### config.mk
export PLATFORM = sky130hd
export DESIGN_NAME = strap_seq_top
export DESIGN_NICKNAME = d
export VERILOG_FILES = /design/src/rtl/strap_seq_pkg.sv /design/src/rtl/strap_capture.sv /design/src/rtl/strap_decode.sv /design/src/rtl/enable_timer.sv /design/src/rtl/strap_seq_top.sv
export SDC_FILE = /design/constraint.sdc
export NUM_CORES = 1
export LEC_CHECK = 0
export ABC_AREA = 0
export BUFFER_PORTS_ARGS = -buffer_cell sky130_fd_sc_hd__buf_2
export CORE_AREA = 2 2 39 41
export CTS_CLUSTER_DIAMETER = 60
export CTS_CLUSTER_SIZE = 14
export DETAILED_ROUTE_END_ITERATION = 7
export DIE_AREA = 0 0 41 43
export GPL_TIMING_DRIVEN = 0
export PLACE_DENSITY = 0.65
export SETUP_SLACK_MARGIN = 0.4
export SLEW_MARGIN = 5
export SYNTH_ARGS = -nofsm -noshare
export SYNTH_HDL_FRONTEND = slang
export SYNTH_SLANG_ARGS = --single-unit
### constraint.sdc
create_clock -name clk -period 1.3 [get_ports clk]
set_input_delay 0.26 -clock clk [delete_from_list [all_inputs] [get_ports clk]]
set_output_delay 0.26 -clock clk [all_outputs]
set_load 0.03 [all_outputs]
### src/rtl/strap_seq_pkg.sv
package strap_seq_pkg;
    typedef enum logic [1:0] {
        ST_WAIT  = 2'd0,
        ST_DELAY = 2'd1,
        ST_RUN   = 2'd2,
        ST_TEST  = 2'd3
    } seq_state_e;

    localparam logic [1:0] MODE_NORMAL   = 2'b00;
    localparam logic [1:0] MODE_TEST_REF = 2'b01;
    localparam logic [1:0] MODE_TEST_HIZ = 2'b10;

    localparam logic [2:0] FREQ_100 = 3'd0;
    localparam logic [2:0] FREQ_133 = 3'd1;
    localparam logic [2:0] FREQ_200 = 3'd2;
    localparam logic [2:0] FREQ_266 = 3'd3;
    localparam logic [2:0] FREQ_400 = 3'd4;
endpackage

### src/rtl/strap_capture.sv
module strap_capture
    import strap_seq_pkg::*;
(
    input  logic       clk,
    input  logic       rst_n,
    input  logic       pwrgd_n,
    input  logic       strap_a,
    input  logic       strap_b,
    output logic       captured,
    output logic [1:0] straps
);
    typedef struct packed {
        logic       done;
        logic [1:0] val;
    } cap_t;

    cap_t s_d, s_q;

    always_comb begin
        s_d = s_q;
        if (!s_q.done && !pwrgd_n) begin
            s_d.done = 1'b1;
            s_d.val  = {strap_a, strap_b};
        end
    end

    always_ff @(posedge clk or negedge rst_n) begin
        if (!rst_n) s_q <= '0;
        else        s_q <= s_d;
    end

    assign captured = s_q.done;
    assign straps   = s_q.val;
endmodule

### src/rtl/strap_decode.sv
module strap_decode
    import strap_seq_pkg::*;
(
    input  logic [1:0] straps,
    input  logic       fast_sel,
    output logic       is_test,
    output logic [2:0] freq_code
);
    always_comb begin
        is_test   = 1'b0;
        freq_code = FREQ_100;
        unique case (straps)
            2'b00: freq_code = fast_sel ? FREQ_200 : FREQ_100;
            2'b01: freq_code = fast_sel ? FREQ_400 : FREQ_200;
            2'b10: freq_code = fast_sel ? FREQ_266 : FREQ_133;
            default: is_test = 1'b1;
        endcase
    end
endmodule

### src/rtl/enable_timer.sv
module enable_timer #(
    parameter int DELAY_TICKS = 4
) (
    input  logic clk,
    input  logic rst_n,
    input  logic start,
    input  logic tick,
    output logic expired
);
    localparam int CW = $clog2(DELAY_TICKS + 1);
    localparam logic [CW-1:0] LIMIT = CW'(DELAY_TICKS);

    typedef struct packed {
        logic [CW-1:0] cnt;
        logic          fin;
    } tmr_t;

    tmr_t t_d, t_q;

    always_comb begin
        t_d = t_q;
        if (start && !t_q.fin && tick) begin
            t_d.cnt = t_q.cnt + 1'b1;
            if (t_q.cnt + 1'b1 == LIMIT) t_d.fin = 1'b1;
        end
    end

    always_ff @(posedge clk or negedge rst_n) begin
        if (!rst_n) t_q <= '0;
        else        t_q <= t_d;
    end

    assign expired = t_q.fin;
endmodule

### src/rtl/strap_seq_top.sv
module strap_seq_top
    import strap_seq_pkg::*;
#(
    parameter int DELAY_TICKS = 4
) (
    input  logic       clk,
    input  logic       rst_n,
    input  logic       pwrgd_n,
    input  logic       strap_a,
    input  logic       strap_b,
    input  logic       fast_sel,
    input  logic       tick,
    output logic [2:0] freq_code,
    output logic [1:0] mode,
    output logic       pins_are_out,
    output logic       out_en,
    output logic [1:0] latched_straps
);
    logic       captured, is_test, expired;
    logic [1:0] straps;
    logic [2:0] dec_freq;

    typedef struct packed {
        seq_state_e st;
        logic       en;
    } seq_t;

    seq_t q_d, q_q;

    strap_capture u_cap (
        .clk(clk), .rst_n(rst_n), .pwrgd_n(pwrgd_n),
        .strap_a(strap_a), .strap_b(strap_b),
        .captured(captured), .straps(straps)
    );

    strap_decode u_dec (
        .straps(straps), .fast_sel(fast_sel),
        .is_test(is_test), .freq_code(dec_freq)
    );

    enable_timer #(.DELAY_TICKS(DELAY_TICKS)) u_tmr (
        .clk(clk), .rst_n(rst_n),
        .start(q_q.st == ST_DELAY), .tick(tick),
        .expired(expired)
    );

    always_comb begin
        q_d = q_q;
        unique case (q_q.st)
            ST_WAIT:  if (captured) q_d.st = is_test ? ST_TEST : ST_DELAY;
            ST_DELAY: if (expired) begin
                q_d.st = ST_RUN;
                q_d.en = 1'b1;
            end
            ST_RUN:   q_d.en = 1'b1;
            ST_TEST:  q_d.en = 1'b0;
        endcase
    end

    always_ff @(posedge clk or negedge rst_n) begin
        if (!rst_n) q_q <= '{st: ST_WAIT, en: 1'b0};
        else        q_q <= q_d;
    end

    wire in_test = captured && is_test;

    assign mode           = in_test ? (strap_a ? MODE_TEST_HIZ : MODE_TEST_REF) : MODE_NORMAL;
    assign freq_code      = (captured && !is_test) ? dec_freq : FREQ_100;
    assign pins_are_out   = captured;
    assign out_en         = q_q.en;
    assign latched_straps = straps;
endmodule

-- After elaboration in Yosys (flattened, before gate mapping)
Index checks and enable logic that the tools add are counted.
- add/sub/neg operators: 1
- equality and inequality tests: 8
- multiplexer cells: 13
- reduce and logical (&&, ||, !) cells: 16
- operators by type and width (kind ; number):
    two-way mux 2 bit ; 6
    two-way mux 3 bit ; 3
    one-hot mux 3 bit (3 select lines) ; 1
    equality test 2 bit, second input constant ; 3
    logical AND 1 bit ; 5
    equality test 2 x 1 -> 1 bit, second input constant ; 2
    zero test 2 bit ; 2
    one-hot mux 2 bit (2 select lines) ; 1
    AND reduction 2 bit ; 2
    adder 3 x 1 -> 3 bit, second input constant ; 1
    equality test 3 bit, second input constant ; 1
    zero test 1 bit ; 3
    one-hot mux 1 bit (3 select lines) ; 1
    AND reduction 3 bit ; 1
    nonzero test 3 bit ; 1
    OR reduction 3 bit ; 1
    != test 2 x 1 -> 1 bit, second input constant ; 1
    != test 2 bit, second input constant ; 1
    nonzero test 2 bit ; 1
    two-way mux 1 bit ; 1
- register bits after elaboration: 10
- bits of input ports: 7
- output and inout bits: 9

-- Logic depth before layout (Yosys ltp)
Gate-level depths: netlist (run 1).
- depth in word-level cells: 5
- mapped depth: 3
- mapped depth without buffers: 3

-- Hierarchy
Synthesis (run 1) repeated with hierarchy kept, for this count alone.
- cells, all modules: 42
- area total of the unflattened synthesis: 510.5 sq um
- by module, submodules not included (module ; times used ; cells each ; area each (sq um) ; sequential area each (sq um)):
    enable_timer ; 1 ; 12 ; 191.4 ; 100.1
    strap_seq_top ; 1 ; 18 ; 165.2 ; 75.1
    strap_capture ; 1 ; 7 ; 111.4 ; 75.1
    strap_decode ; 1 ; 5 ; 42.5 ; 0.0

-- Worst setup path before layout (run 1)
No wires, ideal clock.
- path kind: reg-to-output
- start: register u_cap.s_q (netlist bit u_cap.captured)
- end: output port mode[0]
- arrival: 1.166 ns
- path slack: -0.126 ns
- stages on the path, launching flop included: 3
- cells stage by stage: dfrtp_1 > nand3_1 > nor2_1
- longest elaborated chain between the ends: 2
- ends and longest elaborated chain (what ; line ; RTL):
    start, declared ; strap_capture.sv:17 ; cap_t s_d, s_q;
    start signal, assigned ; strap_capture.sv:28 ; if (!rst_n) s_q <= '0;
    start signal, assigned ; strap_capture.sv:29 ; else s_q <= s_d;
    logical AND 1 bit ; strap_seq_top.sv:65 ; wire in_test = captured && is_test;
    two-way mux 2 bit ; strap_seq_top.sv:67 ; assign mode = in_test ? (strap_a ? MODE_TEST_HIZ : MODE_TEST_REF) : MODE_NORMAL;
    end, declared ; strap_seq_top.sv:14 ; output logic [1:0] mode,
No other way between the ends.

-- Worst setup path after layout (run 1)
- start: register u_cap.s_q (netlist bit u_cap.straps[0])
- end: output port freq_code[1]
- longest elaborated chain between the ends: 4
- ends and longest elaborated chain (what ; line ; RTL):
    equality test 2 x 1 -> 1 bit, or another cell as far along ; strap_decode.sv:12 ; unique case (straps)
    OR reduction 3 bit (no line) ; -- ;
    logical AND 1 bit ; strap_seq_top.sv:68 ; assign freq_code = (captured && !is_test) ? dec_freq : FREQ_100;
    two-way mux 3 bit (*) ; strap_seq_top.sv:68 ;
    end, declared ; strap_seq_top.sv:13 ; output logic [2:0] freq_code,
Mark *: on every way between the ends. The rest lies on a longest branch, timed or not.

==> impl_metrics.ini, run 1 <==
[grt]
first_global_vias = 402
grt_use_total_pct = 15.9
overflow = 0
grt_pass1_wl_mm = 1.77
antenna_found_initial = 0
grt_max_degree = 11

[critical_path]
critPathLaunchType = flop
crit_fanout = 5
critical_path_arrival_ns = 1.21
critPathSlowestCell = dfrtp_2
required_ns = 1.04
crit_type = flop to output pin
crit_chain = nor3b_2 -> o21a_2 -> buf_6
critPathBufInv = 1
crit_family = flip-flops
cp-end-kind = output pin
critical_path.max_stage_delay_ns = 0.44

[routing]
route.detailed.drc = 0
dr.pass1.iters = 3
via_per_inst = 4.65
avgRoutedWirePerCell_um = 14.5
drt_iter0_drc = 4
detail-route-antenna-nets = 0
totalWireLength_mm = 1.29
route.vias.total = 414

[power]
p_int_w = 0.000843
p_sw_share_pct = 33.5
ir_worst_vdd_mv = 1.18
p_leak_nw = 0.417
p_seq_share_pct = 37.9
p_sw_w = 0.000425
p_comb_share_pct = 44.0
powerDensity_nw_per_um2 = 1450
power_frac_clock_pct = 18.2

[clock_tree]
cts_root_buf = clkbuf_4
cts_max_path_buffers = 2
cts_sinks = 10
cts_max_level = 1
cts_tree = yes
clk_pin_slew_ns = 0.07
clock_latency_ns = 0.28
cts_made_buffers = 3

[timing]
layout_setup_ws_ns = -0.168
fin_crit_ns = 1.47
setup_viol = 6
slew_headroom_pct = 84.5
slew_violations = 0
hold_viol_final = 0
worst_pin_slew_ns = 0.232
timing.final.crit_share_pct = 113
fmax_ghz = 0.681
final.setup_skew_ns = 0.0130
rsz0062_at_grt = yes

[finish]
layout-drive-gt1-share_pct = 75.3
nets = 83
final_cell_mix = buf_6 (14), buf_4 (9), buf_2 (6), dfrtp_1 (6), nor2_4 (5)
final_util_pct = 63.3
antenna_cells = 0
stdcell_area_um2 = 876
mostFrequentLayoutCell = buf_6
area_growth_pct = 85.7

[synth]
syn_inst = 39
synth_cell_types = 21
synth_flop_cell = dfrtp_1
synth-seq-cells = 10
syn_nets = 48
ys_seq_area_share_pct = 53.1
async_flop_share_pct = 100
netlist_area_um2 = 472
postSynthAreaPerCell_um2 = 12.1
synth_edf_count = 0
yosys_warnings = 0

[floorplanning]
io_pins = 16
rows = 14
initial_core_util_pct = 34.1
die_area_um2 = 1760
die_y_um = 43
design.core.area_um2 = 1380
die_width_um = 41

[placement]
portBuffers = 15
place_area_um2 = 622
place_congestion = 0.645
dpl_worst_slack_ns = 0.101
dp_hpwl_um = 659

[outcome]
failed_checks = negative setup slack
outcome = finished, violations left

[min_path]
hp-class = input port to flop

[flow_run]
maxCapViolations = 0
worst register-to-register path: cells and delay by family (launching register included):
family / cells / cell delay (ns)
flops: 1 / 0.38
simple gates: 1 / 0.38
mux: 1 / 0.31
final cells by class:
cell class                      instances  area (um^2)
Inverter                                3         11.3
Sequential cell                        10          255
Clock buffer                            4         26.3
Timing Repair Buffer                   30          265
Fill cell                             103          508
Multi-Input combinational cell         26          298
Tap cell                               16         20.0
synthesized netlist by cell type, types with 2 or more instances:
master | count | share of area (%)
nand2_1 | 2 | 1.6
nor2_1 | 5 | 4.0
dfrtp_1 | 10 | 53
inv_1 | 3 | 2.4
ha_1 | 2 | 5.3
mux2_2 | 2 | 4.8
logic make-up after synthesis:
group	after synthesis	share of synthesized area (%)
compound gates	5	9.02
xor+xnor	1	1.86
fa+ha+maj	2	5.30
buf+inv	3	2.39
flops	10	53.1
mux	4	10.1
simple gates	14	18.3
state kept, by name, summed over array words and instances, names as in the netlist:
| signal | cells |
|---|---|
| q_q | 2 |
| u_cap.straps | 2 |
| u_tmr.expired | 1 |
| u_cap.captured | 1 |
| u_tmr.t_q | 3 |
| out_en | 1 |
power groups by stage:
stage / Combinational (W) / Sequential, W / Clock, W
2_1_floorplan: 0.000226 / 0.000507 / 0
3_3_place_gp: 0.000334 / 0.000481 / 0
3_5_place_dp: 0.000347 / 0.000483 / 0
4_1_cts: 0.000472 / 0.000477 / 0.000234
5_1_grt: 0.000618 / 0.000486 / 0.000254
6_report: 0.000557 / 0.000480 / 0.000231
metrics by stage:
| stage | instances | power, W | hold WS, ns | setup TNS [ns] |
|---|---|---|---|---|
| after global placement | 70 | 0.000814 | 0.133 | 0 |
| final | 89 | 0.00127 | 0.200 | -0.632 |
| after CTS | 84 | 0.00118 | 0.184 | -0.469 |
| after global routing | 89 | 0.00136 | 0.206 | -0.863 |
| after floorplan | 39 | 0.000734 | -0.0356 | 0 |
| after detailed placement | 70 | 0.000831 | 0.131 | 0 |
timing repair:
| item | in CTS | in global routing |
|---|---|---|
| hold endpoints to repair | 10 | 0 |
| resized for setup | 21 | 11 |
| buffers inserted | 9 | 5 |
| endpoints found under the setup margin | 17 | 16 |
| pin swaps | 1 | 5 |
| hold buffers | 1 | 0 |
worst paths after layout:
path | slack (ns) | start | depth (start not counted) | to
worst max-delay path | -0.17 | u_cap.straps[0] | 3 | freq_code[1]
worst min-delay path | 0.20 | pwrgd_n | 2 | u_cap.captured
worst max register to register | 0.12 | u_tmr.expired | 2 | u_tmr.t_q[2]
worst min register to register | 0.48 | u_tmr.expired | 1 | u_tmr.expired
max in group asynchronous | 0.70 | rst_n | 2 | u_cap.straps[1]
min in group asynchronous | 0.37 | rst_n | 2 | out_en
layer usage:
metal / track usage (%) / vias to the layer above / part of all wire (%)
met2: 23.8 / 5 / 55
met5: 0 / - / 0
met4: 8.00 / 0 / 0.85
li1: - / 209 / -
met1: 18.0 / 198 / 41
met3: 7.85 / 2 / 2.8
Power figures use the tool's default switching activity.
==> run 2, diff against run 1 <==
Clock period 1.3 ns to 1.45 ns, I/O delays scaled along.
==> impl_metrics.ini, run 2 (synthesis gave the netlist of run 1 again) <==
[routing]
route.detailed.drc = 0
avgRoutedWirePerCell_um = 13.3
totalWireLength_mm = 1.16
drt_iter0_drc = 2
detail-route-antenna-nets = 0
via_per_inst = 4.71
route.vias.total = 410
dr.pass1.iters = 2

[finish]
final_cell_mix = buf_6 (14), dfrtp_1 (7), buf_4 (7)
nets = 81
stdcell_count = 87
antenna_cells = 0
fill_cells = 115
layout-drive-gt1-share_pct = 69.0
top_register = u_tmr.t_q
mostFrequentLayoutCell = buf_6
area_growth_pct = 76.9
largest_reg_flops = 3

[power]
p_total_w = 0.00106
ir_worst_vdd_mv = 0.692
powerDensity_nw_per_um2 = 1280
p_leak_nw = 0.395

[placement]
place_congestion = 0.629
dp_hpwl_um = 658
place_inst = 70
portBuffers = 15

[floorplanning]
initial_core_util_pct = 34.1
die_y_um = 43
io_pins = 16
die_area_um2 = 1760
rows = 14
design.core.area_um2 = 1380
die_width_um = 41

[timing]
slew_violations = 0
setup_viol = 3
timing.final.crit_share_pct = 105
fmax_ghz = 0.658
slew_headroom_pct = 85.2
worst_pin_slew_ns = 0.222
hold_viol_final = 0
layout_setup_ws_ns = -0.0693
final.setup_skew_ns = 0.000661
fin_crit_ns = 1.52
rsz0062_at_grt = yes

[critical_path]
crit_type = flop to output pin
critPathLaunchType = flop
cp-end-kind = output pin
critical_path_arrival_ns = 1.23
required_ns = 1.16
crit_fanout = 7

[grt]
grt_pass1_wl_mm = 1.88
grt_max_degree = 11
first_global_vias = 434
overflow = 0
grt_use_total_pct = 16.3
antenna_found_initial = 0

[clock_tree]
cts_max_path_buffers = 2
cts_sinks = 10
clock_latency_ns = 0.26
cts_root_buf = clkbuf_4
cts_max_level = 1
cts_made_buffers = 3
clk_pin_slew_ns = 0.07
cts_tree = yes

[outcome]
failed_checks = negative setup slack
outcome = finished, violations left

[min_path]
hp-class = input port to flop

[flow_run]
maxCapViolations = 0
==> run 2: through the flow <==
stage	TNS [ns]	instance area, um^2	setup WS (ns)	utilization (%)	hold slack [ns]
floorplan	0	514	0.244	-	-0.00559
global placement	0	609	0.230	44.0	0.160
detailed placement	0	609	0.222	44.0	0.159
CTS	-0.0413	769	-0.0413	55.6	0.216
global route	-0.271	835	-0.109	60.3	0.244
finish	-0.0874	835	-0.0693	60.3	0.229
==> run 2: layout make-up <==
type / instances / area [um^2] / area share, %
Multi-Input combinational cell: 26 / 273 / 32.7
Tap cell: 16 / 20.0 / 2.40
Sequential cell: 10 / 254 / 30.4
Clock buffer: 4 / 26.3 / 3.15
Timing Repair Buffer: 28 / 250 / 30.0
Inverter: 3 / 11.3 / 1.35
==> run 2: timing repair <==
action,in CTS,in global routing
pin swaps,5,7
hold buffers,1,0
gates cloned,0,0
buffers inserted,8,4
endpoints found under the hold margin,10,0
gates resized for setup,20,8
setup endpoints to repair,12,16
==> run 2: final timing paths <==
kind / startpoint / endpoint / slack, ns / depth (start not counted)
min in group asynchronous: rst_n / u_tmr.t_q[3] / 0.40 / 2
max: u_cap.straps[0] / freq_code[1] / -0.07 / 3
min reg2reg: u_tmr.expired / u_tmr.expired / 0.49 / 1
max reg2reg: u_cap.captured / u_cap.straps[1] / 0.22 / 4
min: pwrgd_n / u_cap.captured / 0.23 / 2
max in group asynchronous: rst_n / u_cap.captured / 0.85 / 2
==> run 2: report_power, final <==
part	switching (W)	internal, W
Clock	0.0000995	0.000106
Sequential	0.0000701	0.000363
Combinational	0.000186	0.000240
Total	0.000355	0.000709
==> run 2: critical path: stages, from the launching register on <==
cell and delay, ns:
dfrtp_2 0.46, nor3b_4 0.18, o21a_2 0.20, buf_6 0.13
==> run 2: per-layer routing <==
layer / wire length [um] / vias to the layer above / part of all wire (%) / GRT usage (%)
met2: 640 / 6 / 55 / 24.4
met4: 6 / 0 / 0.52 / 10.0
li1: - / 203 / - / -
met1: 461 / 199 / 40 / 20.3
met5: 0 / - / 0 / 0
met3: 49 / 2 / 4.2 / 3.66
==> run 3, diff against run 2 <==
Clock period 1.45 ns to 2 ns, I/O delays scaled along.
==> impl_metrics.ini, run 3 (synthesis gave the netlist of run 1 again) <==
[floorplanning]
initial_core_util_pct = 34.1
io_pins = 16
die_y_um = 43
rows = 14
design.core.area_um2 = 1380
die_width_um = 41
die_area_um2 = 1760

[clock_tree]
clk_pin_slew_ns = 0.06
cts_root_buf = clkbuf_4
cts_sinks = 10
cts_max_path_buffers = 2
cts_max_level = 1
cts_made_buffers = 3
cts_tree = yes
clock_latency_ns = 0.26

[timing]
fin_crit_ns = 1.58
timing.final.crit_share_pct = 79.0
slew_headroom_pct = 84.8
layout_setup_ws_ns = 0.420
rsz0062_at_grt = yes
slew_violations = 0
tns_ns = 0
worst_pin_slew_ns = 0.229
setup_viol = 0
hold_viol_final = 0
fmax_ghz = 0.633
final.setup_skew_ns = 0.00383

[grt]
grt_use_total_pct = 13.3
grt_pass1_wl_mm = 1.50
antenna_found_initial = 0
first_global_vias = 347
overflow = 0
grt_max_degree = 11

[finish]
largest_reg_flops = 3
stdcell_count = 78
mostFrequentLayoutCell = buf_2
antenna_cells = 0
final_util_pct = 47.1
final_cell_mix = buf_2 (12), dfrtp_1 (8), nor2_1 (5), buf_4 (5)
fill_cells = 132
area_growth_pct = 38.2
seqCellArea_um2 = 253
multi_input_area_um2 = 215
nets = 73
layout-drive-gt1-share_pct = 50.0
top_register = u_tmr.t_q

[critical_path]
critPathLaunchType = flop
crit_type = flop to output pin
critical_path_arrival_ns = 1.18
crit_start = u_cap.straps[0]
crit_fanout = 5
cp-end-kind = output pin
required_ns = 1.60
r2r-start = u_cap.captured

[routing]
avgRoutedWirePerCell_um = 11.8
drt_iter0_drc = 6
route.vias.total = 383
route.detailed.drc = 0
via_per_inst = 4.91
dr.pass1.iters = 3
detail-route-antenna-nets = 0
totalWireLength_um = 918

[power]
ir_worst_vdd_mv = 0.395
powerDensity_nw_per_um2 = 1000
p_leak_nw = 0.334

[placement]
place_congestion = 0.649
portBuffers = 15
dp_hpwl_um = 609
place_inst = 70
dpl_worst_slack_ns = 0.591

[min_path]
hold_start = pwrgd_n
hp-class = input port to flop

[flow_run]
maxCapViolations = 0

[outcome]
outcome = finished, final reports clean
## run 3: worst max-delay path, cell delays in order, from the launching register on
cell,delay [ns]
dfrtp_1,0.42
buf_4,0.16
and4b_1,0.21
buf_6,0.14
## run 3: timing repair
| action | 4_1_cts | 5_1_grt |
|---|---|---|
| hold buffers | 1 | 0 |
| gates cloned | 0 | 0 |
| resized for setup | 3 | 7 |
| endpoints found under the setup margin | 2 | 4 |
| endpoints found under the hold margin | 10 | 0 |
| setup buffers | 2 | 2 |
## run 3: per-layer routing
layer	track usage [%]	share of wire, %
met5	0	0
met4	14.0	1.4
met3	1.57	2.8
met1	17.1	45
met2	17.5	51
## run 3: power by group
| part | switching (W) | internal [W] | leakage (nW) |
|---|---|---|---|
| Combinational | 0.000107 | 0.000105 | 0.209 |
| Clock | 0.0000641 | 0.0000693 | 0.0138 |
| Sequential | 0.0000426 | 0.000263 | 0.111 |
## run 3: cell type report
cell class	instances	share of cell area, %
clock buffers	3	3.45
flip-flops and latches	10	38.8
multi-input cells	26	33.0
repair buffers	20	20.0
inverters	3	1.73
well taps	16	3.07
## run 3: per-stage QoR
stage,instance area (um^2),hold WS [ns],power (W)
floorplan,472,0.104,0.000448
global placement,567,0.268,0.000498
detailed placement,567,0.273,0.000507
CTS,623,0.298,0.000655
global route,652,0.311,0.000706
finish,652,0.310,0.000652
## run 3: final timing paths
path                                         to  slack (ns)  cells past startpoint
worst min-delay path             u_cap.captured        0.31                      2
worst min register to register     u_tmr.t_q[1]        0.47                      1
worst max-delay path               freq_code[2]        0.42                      3
max in group asynchronous        u_cap.captured        1.26                      2
worst max register to register  u_cap.straps[1]        0.78                      3
min in group asynchronous       u_cap.straps[0]        0.53                      2
